--- config.mk ---
export PLATFORM = sky130hd
export DESIGN_NAME = ook_modulator
export DESIGN_NICKNAME = d
export VERILOG_FILES = /design/src/rtl/ook_pkg.sv /design/src/rtl/ook_reset_sync.sv /design/src/rtl/ook_bit_sync.sv /design/src/rtl/ook_key_ctrl.sv /design/src/rtl/ook_modulator.sv
export SDC_FILE = /design/constraint.sdc
export NUM_CORES = 1
export LEC_CHECK = 0
export ABC_CLOCK_PERIOD_IN_PS = 800
export BUFFER_PORTS_ARGS = -buffer_cell sky130_fd_sc_hd__buf_2
export CAP_MARGIN = 20
export CORE_AREA = 2 2 39 41
export CTS_CLUSTER_SIZE = 40
export DETAILED_ROUTE_END_ITERATION = 7
export DIE_AREA = 0 0 41 43
export GPL_TIMING_DRIVEN = 1
export PLACE_DENSITY_LB_ADDON = 0.3
export SYNTH_ARGS = -nofsm -noshare
export SYNTH_HDL_FRONTEND = slang
export SYNTH_SLANG_ARGS = --single-unit
--- constraint.sdc ---
create_clock -name clk_ref -period 0.8 [get_ports clk_ref]
set_input_delay 0.16 -clock clk_ref [delete_from_list [all_inputs] [get_ports clk_ref]]
set_output_delay 0.16 -clock clk_ref [all_outputs]
set_load 0.02 [all_outputs]
--- src/rtl/ook_pkg.sv ---
package ook_pkg;

  // Rate / standby select encoding. Only the standby code changes the
  // modulator's behaviour; the three rate codes are accepted as active.
  typedef enum logic [1:0] {
    RATE_SLOW    = 2'b00,
    RATE_MID     = 2'b01,
    RATE_FAST    = 2'b10,
    RATE_STANDBY = 2'b11
  } ook_rate_e;

  function automatic logic rate_is_standby(input logic [1:0] sel);
    return sel == RATE_STANDBY;
  endfunction

  // Idle level of the transmit data line (active-low keying).
  localparam logic TX_IDLE_LEVEL = 1'b1;

endpackage

--- src/rtl/ook_reset_sync.sv ---
module ook_reset_sync #(
  parameter int STAGES = 2
) (
  input  logic clk,
  input  logic arst_n,
  output logic rst_n_sync
);

  logic [STAGES-1:0] chain_q;
  logic [STAGES-1:0] chain_d;

  always_comb begin
    chain_d = {chain_q[STAGES-2:0], 1'b1};
  end

  always_ff @(posedge clk or negedge arst_n) begin
    if (!arst_n) begin
      chain_q <= '0;
    end else begin
      chain_q <= chain_d;
    end
  end

  assign rst_n_sync = chain_q[STAGES-1];

endmodule

--- src/rtl/ook_bit_sync.sv ---
module ook_bit_sync #(
  parameter int               WIDTH   = 1,
  parameter int               STAGES  = 2,
  parameter logic [WIDTH-1:0] RST_VAL = '0
) (
  input  logic             clk,
  input  logic             rst_n,
  input  logic [WIDTH-1:0] d,
  output logic [WIDTH-1:0] q
);

  logic [WIDTH-1:0] stage_q [STAGES];
  logic [WIDTH-1:0] stage_d [STAGES];

  always_comb begin
    stage_d[0] = d;
    for (int i = 1; i < STAGES; i++) begin
      stage_d[i] = stage_q[i-1];
    end
  end

  always_ff @(posedge clk or negedge rst_n) begin
    if (!rst_n) begin
      for (int i = 0; i < STAGES; i++) begin
        stage_q[i] <= RST_VAL;
      end
    end else begin
      for (int i = 0; i < STAGES; i++) begin
        stage_q[i] <= stage_d[i];
      end
    end
  end

  assign q = stage_q[STAGES-1];

endmodule

--- src/rtl/ook_key_ctrl.sv ---
module ook_key_ctrl #(
  parameter int DIV_RATIO = 4
) (
  input  logic                         clk,
  input  logic                         rst_n,
  input  logic                         want_on,
  output logic                         key_on,
  output logic [$clog2(DIV_RATIO)-1:0] phase,
  output logic                         carrier_lvl
);

  localparam int                 PW      = $clog2(DIV_RATIO);
  localparam logic [PW-1:0]      LAST_PH = PW'(DIV_RATIO - 1);
  localparam logic [PW-1:0]      HALF_PH = PW'(DIV_RATIO / 2);

  logic          key_q, key_d;
  logic [PW-1:0] phase_q, phase_d;
  logic          at_boundary;

  // A key decision is accepted while idle or on the last phase of a period.
  always_comb begin
    at_boundary = !key_q || (phase_q == LAST_PH);
    key_d       = want_on;
    if (!key_q) begin
      phase_d = '0;
    end else if (phase_q == LAST_PH) begin
      phase_d = '0;
    end else begin
      phase_d = phase_q + 1'b1;
    end
  end

  always_ff @(posedge clk or negedge rst_n) begin
    if (!rst_n) begin
      key_q <= 1'b0;
    end else if (at_boundary) begin
      key_q <= key_d;
    end
  end

  always_ff @(posedge clk or negedge rst_n) begin
    if (!rst_n) begin
      phase_q <= '0;
    end else begin
      phase_q <= phase_d;
    end
  end

  assign key_on      = key_q;
  assign phase       = phase_q;
  assign carrier_lvl = key_q && (phase_q < HALF_PH);

endmodule

--- src/rtl/ook_modulator.sv ---
module ook_modulator #(
  parameter int DIV_RATIO   = 4,
  parameter int SYNC_STAGES = 2
) (
  input  logic       clk_ref,
  input  logic       rst_n,
  input  logic       tx_din,
  input  logic [1:0] rate_sel,
  output logic       carrier_out,
  output logic       carrier_active,
  output logic       tx_quiet
);

  import ook_pkg::*;

  localparam int PW = $clog2(DIV_RATIO);

  logic          rst_core_n;
  logic [2:0]    sync_q;
  logic          tx_s;
  logic [1:0]    rate_s;
  logic          want_on;
  logic          key_on;
  logic [PW-1:0] phase;
  logic          carrier_lvl;

  ook_reset_sync #(.STAGES(2)) u_rst_sync (
    .clk        (clk_ref),
    .arst_n     (rst_n),
    .rst_n_sync (rst_core_n)
  );

  // Select and data share one synchroniser; reset value is standby + idle.
  ook_bit_sync #(
    .WIDTH   (3),
    .STAGES  (SYNC_STAGES),
    .RST_VAL ({RATE_STANDBY, TX_IDLE_LEVEL})
  ) u_in_sync (
    .clk   (clk_ref),
    .rst_n (rst_core_n),
    .d     ({rate_sel, tx_din}),
    .q     (sync_q)
  );

  assign tx_s   = sync_q[0];
  assign rate_s = sync_q[2:1];

  always_comb begin
    want_on = (tx_s != TX_IDLE_LEVEL) && !rate_is_standby(rate_s);
  end

  ook_key_ctrl #(.DIV_RATIO(DIV_RATIO)) u_key (
    .clk         (clk_ref),
    .rst_n       (rst_core_n),
    .want_on     (want_on),
    .key_on      (key_on),
    .phase       (phase),
    .carrier_lvl (carrier_lvl)
  );

  assign carrier_out    = carrier_lvl;
  assign carrier_active = key_on;
  assign tx_quiet       = !key_on;

endmodule

==> flow_summary.ini <==
[run_status]
status = finished, violations left
violations = negative setup slack

[logic_synthesis]
netlist_area_um2 = 337
yosys.area.top_type_share = 0.468
synth_nets = 26
ys_ff_latch = 11
synth.avg_cell_area_um2 = 16.8
synth.distinct_cells = 11
syn_inst = 20
synth.largest_area_cell = dfstp_2
ys_seq_area_frac = 0.840
yosys_warnings = 0
synth_area_leaders = dfstp_2, dfrtp_1, ha_1

[clock_network]
cts_buffer_depth = 2
cts_tree = done
cts_root_buffer = clkbuf_4
cts_buffers = 3
clock_sinks = 11
insertion_delay_ns = 0.26
clkTransAtPathRegs_ns = 0.06
cts_max_level = 1

[setup_path]
crit_path_top_delay_cell = dfrtp_1
cp_common_cell = buf_6
critPathKind = reg2out
cp.required_ns = 0.64
max_stage_delay_ns = 0.39
reg2reg_to = u_key.phase[0]$_DFF_PN0_
crit_family = flip-flops
r2r_start = u_key.phase[1]$_DFF_PN0_
crit_chain = buf_6 -> nor2_4 -> buf_6
worst_setup_path_end_kind = output port
start_kind = flop
cp_max_fo = 2
reg2regPathDepth = 4
r2r_setup_slack_ns = -0.19
cp_num_buf_inv = 2
worstPathArrival_ns = 0.96

[cells_and_area]
syn_to_final_growth_pct = 58.0
final_cells = 55
multi_input_area_um2 = 82.6
antennaDiodeCount = 0
layout-drive-gt1-share = 0.667
final_cell_mix = buf_2, dfstp_2, dlygate4sd3_1, dfrtp_1
fillers = 144
fin_nets = 46
fin_area_um2 = 532
register_area_um2 = 284

[placement]
dp.cells = 45
dp_hpwl_um = 338
gp_congestion = 0.581
placedInstanceArea_um2 = 425
portBuffers = 7

[power]
p_per_area_mw_per_mm2 = 3510
netSwitchingFraction = 0.315
internal_power_mw = 1.28
peakVddDrop_uv = 1120
power.switching_uw = 587
sequentialPowerShare = 0.402
clkPwrFrac = 0.192
combPwrFrac = 0.406
leakage_nw = 0.244

[grt]
globalRouteMet3Util = 0.0157
grt_antenna_before_repair = 0
grt_pass1_wl_um = 1010
grt_max_degree = 10
use_met2 = 0.147
grtUsageTotal = 0.0931
grt.busiest_layer = met2
grt_util_met1 = 0.0890
grt_pass1_vias = 255
grt.overflow.total = 0

[die]
ios = 8
die_width_um = 41
initial_core_util = 0.243
chipHeight_um = 43
die_area_mm2 = 0.00176
core_area_mm2 = 0.00138
core.rowCount = 14

[route]
ant_nets = 0
via_per_inst = 3.78
wire_per_inst_um = 10.0
firstDrtPassIters = 1
wl_um = 551
drc_errors = 0
vias = 208
drtIter0Drc = 0

[sta]
period_minus_slack_ns = 1.12
worst_clock_skew_ns = 0.000503
fin_crit_sh = 1.40
final-setup-viol-count = 6
fin_ws_ns = -0.316
drv_slew = 0
holdWs_ns = 0.145
rsz0062_at_grt = yes
max_freq_ghz = 0.896
hold_viol = 0

[min_path]
min_path_type = reg2async

[flow_run]
max_cap_violations = 0
## flip-flops by register name, indices dropped and copies added, names as in the netlist
name / cells
u_in_sync.q: 3
u_in_sync.stage_d: 3
u_key.phase: 2
u_key.key_on: 1
u_rst_sync.chain_q: 2
## per-stage QoR
stage	power [mW]	utilization	setup slack, ns	TNS, ns
2_1_floorplan	1.07	-	-0.100	-0.212
3_3_place_gp	1.24	0.307	-0.0777	-0.163
3_5_place_dp	1.28	0.307	-0.106	-0.285
4_1_cts	1.84	0.381	-0.324	-1.27
5_1_grt	2.01	0.384	-0.367	-1.54
6_report	1.86	0.384	-0.316	-1.28
## logic make-up (layout without fill, tap and decap cells)
logic type	Yosys count	after routing	share of synthesized area
flops	11	11	0.840
simple gates	5	5	0.0781
fa+ha+maj	1	1	0.0372
other cells	1	1	0.0111
compound gates	1	1	0.0223
buf+inv	1	20	0.0111
## Yosys cell counts
cell type,instances
dfstp_2,6
dfrtp_1,5
a21o_1,1
and2_1,1
conb_1,1
ha_1,1
inv_1,1
nand2_1,1
nand2b_1,1
nor2_1,1
nor2_2,1
## metal layers
metal,routed length [µm],vias up
li1,-,97
met1,192,100
met2,313,9
met3,30,2
met4,14,0
met5,0,-
## timing repair
item,in CTS,in global routing
hold buffers,4,0
hold endpoints to repair,5,0
buffers inserted,2,1
gates resized for setup,4,1
pin swaps,1,1
setup endpoints to repair,6,6
## final cells by class
type                       count  share of cell area
tap                           16              0.0376
clock buffer                   4              0.0494
timing repair buffer          15               0.216
sequential                    11               0.534
inverter                       1             0.00706
multi-input combinational      8               0.155
## how the worst max path moves through the flow
stage,from,endpoint,slack (ns),cells after the start
floorplan,u_key.phase[1]$_DFF_PN0_,u_key.phase[1]$_DFF_PN0_,-0.10,2
global placement,u_key.phase[0]$_DFF_PN0_,u_key.phase[1]$_DFF_PN0_,-0.08,2
detailed placement,u_key.phase[0]$_DFF_PN0_,u_key.phase[1]$_DFF_PN0_,-0.11,2
CTS,u_key.phase[1]$_DFF_PN0_,carrier_out,-0.32,3
global route,u_key.phase[1]$_DFF_PN0_,carrier_out,-0.37,3
finish,u_key.phase[1]$_DFF_PN0_,carrier_out,-0.32,3
## power by group through the flow
stage	combinational [mW]	sequential [mW]	clock [mW]
final	0.758	0.749	0.357
after detailed placement	0.514	0.763	0
after floorplan	0.279	0.791	0
after global routing	0.826	0.766	0.418
after CTS	0.707	0.749	0.383
after global placement	0.489	0.749	0
No activity file was read; power rests on OpenSTA's default activity.
